--- config.mk ---
export PLATFORM = sky130hd
export DESIGN_NAME = evt_capture_unit
export DESIGN_NICKNAME = d
export VERILOG_FILES = /design/src/rtl/cap_pkg.sv /design/src/rtl/cap_sync_edge.sv /design/src/rtl/cap_store.sv /design/src/rtl/cap_reader.sv /design/src/rtl/evt_capture_unit.sv
export SDC_FILE = /design/constraint.sdc
export NUM_CORES = 1
export LEC_CHECK = 0
export BUFFER_PORTS_ARGS = -buffer_cell sky130_fd_sc_hd__buf_2
export CORE_MARGIN = 2
export CORE_UTILIZATION = 36
export DETAILED_ROUTE_END_ITERATION = 6
export HOLD_SLACK_MARGIN = 0.08
export PLACE_DENSITY = 0.63
export SYNTH_ARGS = -nofsm -noshare
export SYNTH_HDL_FRONTEND = slang
export SYNTH_SLANG_ARGS = --single-unit
--- constraint.sdc ---
create_clock -name clk -period 2.6 [get_ports clk]
set_input_delay 0 -clock clk [delete_from_list [all_inputs] [get_ports clk]]
set_output_delay 0 -clock clk [all_outputs]
set_load 0.02 [all_outputs]
--- src/rtl/cap_pkg.sv ---
package cap_pkg;

  typedef enum logic {
    SRC_PIN = 1'b0,
    SRC_CMP = 1'b1
  } cap_src_e;

  typedef enum logic {
    BYTE_LO = 1'b0,
    BYTE_HI = 1'b1
  } cap_byte_e;

  // Event when the synchronised level changed and the new level equals
  // the requested polarity (1 = rising, 0 = falling).
  function automatic logic edge_hit(input logic prev_lvl,
                                    input logic cur_lvl,
                                    input logic rise);
    return (prev_lvl != cur_lvl) && (cur_lvl == rise);
  endfunction

  // Next flag state: a new capture has priority over any clear source.
  function automatic logic flag_next(input logic cur,
                                     input logic set_evt,
                                     input logic ack,
                                     input logic wr_one);
    if (set_evt)          return 1'b1;
    else if (ack || wr_one) return 1'b0;
    else                  return cur;
  endfunction

endpackage

--- src/rtl/cap_sync_edge.sv ---
module cap_sync_edge #(
  parameter int STAGES = 2
) (
  input  logic clk,
  input  logic rst_n,
  input  logic pin_in,
  input  logic cmp_in,
  input  logic src_sel,
  input  logic edge_rise,
  output logic lvl_now,
  output logic lvl_prev,
  output logic evt
);
  import cap_pkg::*;

  localparam int LAST = STAGES - 1;

  logic             src_raw;
  logic [LAST:0]    sync_q;
  logic             prev_q;

  assign src_raw = (cap_src_e'(src_sel) == SRC_CMP) ? cmp_in : pin_in;

  generate
    for (genvar i = 0; i < STAGES; i++) begin : g_sync
      if (i == 0) begin : g_first
        always_ff @(posedge clk) begin
          if (!rst_n) sync_q[i] <= 1'b0;
          else        sync_q[i] <= src_raw;
        end
      end else begin : g_next
        always_ff @(posedge clk) begin
          if (!rst_n) sync_q[i] <= 1'b0;
          else        sync_q[i] <= sync_q[i-1];
        end
      end
    end
  endgenerate

  always_ff @(posedge clk) begin
    if (!rst_n) prev_q <= 1'b0;
    else        prev_q <= sync_q[LAST];
  end

  assign lvl_now  = sync_q[LAST];
  assign lvl_prev = prev_q;
  assign evt      = edge_hit(prev_q, sync_q[LAST], edge_rise);

endmodule

--- src/rtl/cap_store.sv ---
module cap_store #(
  parameter int CNT_W = 16
) (
  input  logic             clk,
  input  logic             rst_n,
  input  logic             evt,
  input  logic [CNT_W-1:0] cnt_value,
  input  logic             irq_en,
  input  logic             irq_ack,
  input  logic             wr_one,
  output logic [CNT_W-1:0] cap_value,
  output logic             flag,
  output logic             irq
);
  import cap_pkg::*;

  logic [CNT_W-1:0] cap_q;
  logic             flag_q;

  always_ff @(posedge clk) begin
    if (!rst_n)   cap_q <= '0;
    else if (evt) cap_q <= cnt_value;
  end

  always_ff @(posedge clk) begin
    if (!rst_n) flag_q <= 1'b0;
    else        flag_q <= flag_next(flag_q, evt, irq_ack, wr_one);
  end

  assign cap_value = cap_q;
  assign flag      = flag_q;
  assign irq       = flag_q & irq_en;

endmodule

--- src/rtl/cap_reader.sv ---
module cap_reader #(
  parameter int CNT_W = 16,
  parameter int BUS_W = 8
) (
  input  logic             clk,
  input  logic             rst_n,
  input  logic             rd_en,
  input  logic             rd_addr,
  input  logic [CNT_W-1:0] cap_value,
  output logic [BUS_W-1:0] rd_data,
  output logic [BUS_W-1:0] shadow
);
  import cap_pkg::*;

  localparam int HI_LSB = BUS_W;
  localparam int HI_MSB = CNT_W - 1;

  logic [BUS_W-1:0] shadow_q;
  logic             lo_read;

  assign lo_read = rd_en && (cap_byte_e'(rd_addr) == BYTE_LO);

  always_ff @(posedge clk) begin
    if (!rst_n)       shadow_q <= '0;
    else if (lo_read) shadow_q <= cap_value[HI_MSB:HI_LSB];
  end

  always_comb begin
    if (!rd_en)       rd_data = '0;
    else if (lo_read) rd_data = cap_value[BUS_W-1:0];
    else              rd_data = shadow_q;
  end

  assign shadow = shadow_q;

endmodule

--- src/rtl/evt_capture_unit.sv ---
module evt_capture_unit #(
  parameter int CNT_W  = 16,
  parameter int BUS_W  = 8,
  parameter int STAGES = 2
) (
  input  logic             clk,
  input  logic             rst_n,
  input  logic             pin_in,
  input  logic             cmp_in,
  input  logic             src_sel,
  input  logic             edge_rise,
  input  logic [CNT_W-1:0] cnt_value,
  input  logic             irq_en,
  input  logic             irq_ack,
  input  logic             flag_wr,
  input  logic             flag_wdata,
  input  logic             rd_en,
  input  logic             rd_addr,
  output logic [BUS_W-1:0] rd_data,
  output logic             cap_flag,
  output logic             irq_req
);

  logic             lvl_now;
  logic             lvl_prev;
  logic             cap_evt;
  logic             wr_one;
  logic [CNT_W-1:0] cap_value;
  logic [BUS_W-1:0] shadow_hi;

  assign wr_one = flag_wr & flag_wdata;

  cap_sync_edge #(.STAGES(STAGES)) u_sync (
    .clk      (clk),
    .rst_n    (rst_n),
    .pin_in   (pin_in),
    .cmp_in   (cmp_in),
    .src_sel  (src_sel),
    .edge_rise(edge_rise),
    .lvl_now  (lvl_now),
    .lvl_prev (lvl_prev),
    .evt      (cap_evt)
  );

  cap_store #(.CNT_W(CNT_W)) u_store (
    .clk      (clk),
    .rst_n    (rst_n),
    .evt      (cap_evt),
    .cnt_value(cnt_value),
    .irq_en   (irq_en),
    .irq_ack  (irq_ack),
    .wr_one   (wr_one),
    .cap_value(cap_value),
    .flag     (cap_flag),
    .irq      (irq_req)
  );

  cap_reader #(.CNT_W(CNT_W), .BUS_W(BUS_W)) u_read (
    .clk      (clk),
    .rst_n    (rst_n),
    .rd_en    (rd_en),
    .rd_addr  (rd_addr),
    .cap_value(cap_value),
    .rd_data  (rd_data),
    .shadow   (shadow_hi)
  );

endmodule

# ---- Word-level counts from Yosys, hierarchy flattened
# Index checks and enable logic that the tools add are counted.
dict set report op_classes {
  eq_ne 2
  muxes 5
  n_bitwise 3
  reduce_logical 4
}
# operator count
set ops {}
lappend ops {{8-bit 2-to-1 mux} 2}
lappend ops {{1-bit 2-to-1 mux} 3}
lappend ops {{1-bit AND} 2}
lappend ops {{1-bit logical AND} 2}
lappend ops {{2-bit nonzero test} 1}
lappend ops {{1-bit == test} 1}
lappend ops {{1-bit logical OR} 1}
lappend ops {{1-bit inequality test} 1}
lappend ops {{1-bit inverter} 1}
dict set report word_totals {
  register_bits 28
  in_bits 28
  wordCells 20
}

# ---- Depth between registers and ports, before layout
dict set report logic_depth {
  depth_word 4
  ltp_mapped 5
  depth_no_buf 3
}

# ---- Cells and area by module
# Synthesis repeated with hierarchy kept, for this count alone.
dict set report hier_totals {
  cells_unflattened 119
  hier_area_um2 1255.0
}
# mod n_inst cells_per_inst area_per_inst_um2
set by_module_without_submodules {}
lappend by_module_without_submodules {cap_store 1 55 656.9}
lappend by_module_without_submodules {cap_reader 1 53 480.5}
lappend by_module_without_submodules {cap_sync_edge 1 10 111.4}
lappend by_module_without_submodules {evt_capture_unit 1 1 6.3}

# ---- Worst setup path after synthesis
# Ideal clock, no wire load.
dict set report synth_timing {
  kind {reg2reg}
  startpoint {register u_sync.prev_q (netlist: u_sync.lvl_prev)}
  endpoint {register u_store.cap_q[1] (netlist: u_store.cap_value[1])}
  setup_time_ps 72
  arrival_time_ps 1171
  required_ps 2528
  slack_ps 1357
  stages_incl_launch_ff 5
  n_path_buf 1
  cell_sequence {dfxtp_1 > and3b_1 > a21oi_4 > buf_12 > mux2i_1}
}
dict set report synth_via {
  elab_chain_len 2
}
# element line
set synth_rtl {}
lappend synth_rtl {{start: declaration} cap_sync_edge.sv:20} ;# logic prev_q;
lappend synth_rtl {{start signal: assignment} cap_sync_edge.sv:42} ;# else prev_q <= sync_q[LAST];
lappend synth_rtl {{1-bit inequality test} cap_pkg.sv:18} ;# return (prev_lvl != cur_lvl) && (cur_lvl == rise);
lappend synth_rtl {{1-bit logical AND} cap_pkg.sv:18}
lappend synth_rtl {{end signal: assignment} cap_store.sv:22} ;# else if (evt) cap_q <= cnt_value;
lappend synth_rtl {{end: declaration} cap_store.sv:17} ;# logic [CNT_W-1:0] cap_q;
# No other way between the ends.
# A chain may end at the register's enable or synchronous reset.

# ---- Final worst setup path
dict set report layout_timing {
  startpoint {register u_sync.prev_q (netlist: u_sync.lvl_prev)}
  endpoint {register u_store.cap_q[4] (netlist: u_store.cap_value[4])}
}
# Same word-level chain as after synthesis.

==> flow_summary.json <==
{
  "run_status": "completed",
  "floorplan.initialDensity": 0.375,
  "clock_pin_slew_reported_for_the_worst_setup_and_hold_paths_after_clock_tree_synthesis_ps": 140,
  "die-area_um2": 3930,
  "post_route_ant_nets": 0,
  "1st_pass_router_iterations": 2,
  "syn-num-nets": 156,
  "ir_worst_vdd_mv": 0.338,
  "most_area_hungry_cell_type_in_the_yosys_netlist": "dfxtp_1",
  "timing.critical_path.required_ps": 2850,
  "floorplan.io_pins": 38,
  "r2r_cells": 3,
  "finish.instance_area_um2": 1670,
  "netlist_instances": 128,
  "netlist-cell-type-count": 15,
  "wirelength_um": 2410,
  "grt_start_max_net_pins": 45,
  "synth_area_per_cell_um2": 9.70,
  "drc_violations_left": 0,
  "vias_per_cell": 4.44,
  "post-synth-top-area-fraction": 0.452,
  "cts_made_buffers": 3,
  "synth.cells.most_frequent": "33 x mux2i_1, 33 x nand2_1, 28 x dfxtp_1",
  "nets": 210,
  "grt_setup_unrepaired": "false",
  "final-max-slew-violation-count": 0,
  "max_cap_violations": 0,
  "syn_to_final_growth_pct": 34.5,
  "setup-tns-final_ps": 0,
  "worst_slew_pin_tran_ps": 710,
  "min_period_ps": 1500,
  "rel_slew_slack": 0.526,
  "cts_root_buffer": "clkbuf_4",
  "grt_pass1_wl_um": 3930,
  "core_box_area_um2": 3310,
  "power-per-cell-area_nw_per_um2": 452,
  "synthFlopType": "dfxtp_1",
  "io_buffer_count": 37,
  "seq_area_frac_synth": 0.452,
  "postCtsSetupRepairBufs": 0,
  "antenna_cells": 0,
  "cts_tree": "done",
  "grt_util_all_layers": 0.125,
  "post-dp-hpwl_um": 1600,
  "clkLatencyLatePin_ps": 310,
  "static-leakage-power_nw": 0.845,
  "post_cts_resize_count": 0,
  "place_area_um2": 1430,
  "vias_in_the_first_global_route": 955,
  "cp.arrival_ps": 1750,
  "timing_worst_setup_path_type": "reg2reg",
  "final_worst_path_period_share": 0.575,
  "route.vias.total": 1007,
  "count_of_flip_flops_with_a_built_in_enable_after_synthesis": 0,
  "drive_gt1_frac": 0.232,
  "worstSetupEndpointType": "flip-flop",
  "clock_tree.buffer_depth": 2,
  "timing.critical_path.fanout_max": 17,
  "synth-async-reset-ratio": 0,
  "cells_on_worst_hold_path": 3,
  "p_total_mw": 0.755,
  "gp_congestion": 0.719,
  "placement_rows": 21,
  "netlist_area_pre_place_um2": 1240,
  "clock_tree.htree_level_count": 1,
  "timing.hold.worst.class": "in2reg",
  "clock.fmax_ghz": 0.668,
  "overflow_after_grt": 0,
  "fin_skew_ps": 1.12,
  "synth-warning-count": 0,
  "post_synth_main_area_contributors": "dfxtp_1 45%, mux2i_1 27%, nand2_1 10%",
  "die_h_um": 62.7,
  "number_of_fill_cells_in_the_layout": 310,
  "setup-violations-final": 0,
  "routedWlPerCell_um": 10.6,
  "startpoint_class": "flip-flop",
  "dieWidth_um": 62.7,
  "clock_sinks": 28,
  "drt-initial-drc-count": 20,
  "hold_viol_final": 0,
  "number_of_flip_flops_and_latches_in_the_synthesized_netlist": 28,
  "initial_antenna_violation_count": 0
}
[path summary, 6_finish.rpt]
| check | startpoint | end | slack (ps) |
|---|---|---|---|
| setup / recovery | u_sync.lvl_prev | u_store.cap_value[4] | 1100 |
| hold / removal | rst_n | u_store.cap_value[11] | 220 |
| hold reg to reg | u_sync.sync_q[0] | u_sync.lvl_now | 450 |
| setup reg to reg | u_sync.lvl_prev | u_store.cap_value[4] | 1100 |
[critical path: stages (launching register included)]
cell     delay (ps)
dfxtp_1         390
and3b_1         220
a21oi_4         560
mux2i_1         260
[sequential cells by signal, indices dropped and copies added (netlist names)]
| register | count |
|---|---|
| u_sync.lvl_prev | 1 |
| u_sync.sync_q | 1 |
| u_store.cap_value | 16 |
| u_store.flag | 1 |
| u_read.shadow | 8 |
| u_sync.lvl_now | 1 |
[cell usage in the layout, fill, tap and decap left out]
cell	instances
nor2b_1	17
nand3b_1	1
clkbuf_8	1
buf_2	37
nor2_1	1
nand2_1	33
a21oi_4	1
a21boi_0	1
dlygate4sd3_1	20
mux2i_1	33
and2_1	3
and3b_1	1
nand2b_1	1
dfxtp_1	28
clkbuf_4	3
[through the flow]
step	util	setup WS, ps	cells	hold slack [ps]
after floorplan	-	1360	128	139
after global routing	0.504	960	227	251
after detailed placement	0.433	1130	203	248
after global placement	0.433	1150	203	248
final	0.504	1100	227	223
after CTS	0.504	1090	227	222
[cell type report]
type / count / area (um2) / share of cell area
Clock buffer: 4 / 36.3 / 0.0217
Timing Repair Buffer: 57 / 385 / 0.231
Multi-Input combinational cell: 92 / 629 / 0.377
Tap cell: 46 / 57.6 / 0.0345
Sequential cell: 28 / 561 / 0.336
[power breakdown]
group          internal, mW  switching, mW
Combinational        0.0602         0.0445
Sequential            0.441        0.00597
Clock                0.0856          0.117
Total                 0.587          0.168
[routing by layer]
layer	track usage	wire, um
met1	0.140	1060
met2	0.224	1220
met3	0.0414	85
met4	0.0389	38
met5	0	0
[what timing repair did]
action	CTS	global route
hold buffers	20	0
hold endpoints to repair	18	0
setup endpoints to repair	0	0
[logic make-up (layout without fill, tap and decap cells)]
group                  after synthesis  count (layout)  synth area share
AND/OR/NAND/NOR                     57              57             0.222
multiplexers                        33              33             0.266
flip-flops                          28              28             0.452
buffers and inverters                8              61            0.0413
AO/OA/AOI/OAI                        2               2            0.0192
(Power assumes the default switching activity.)
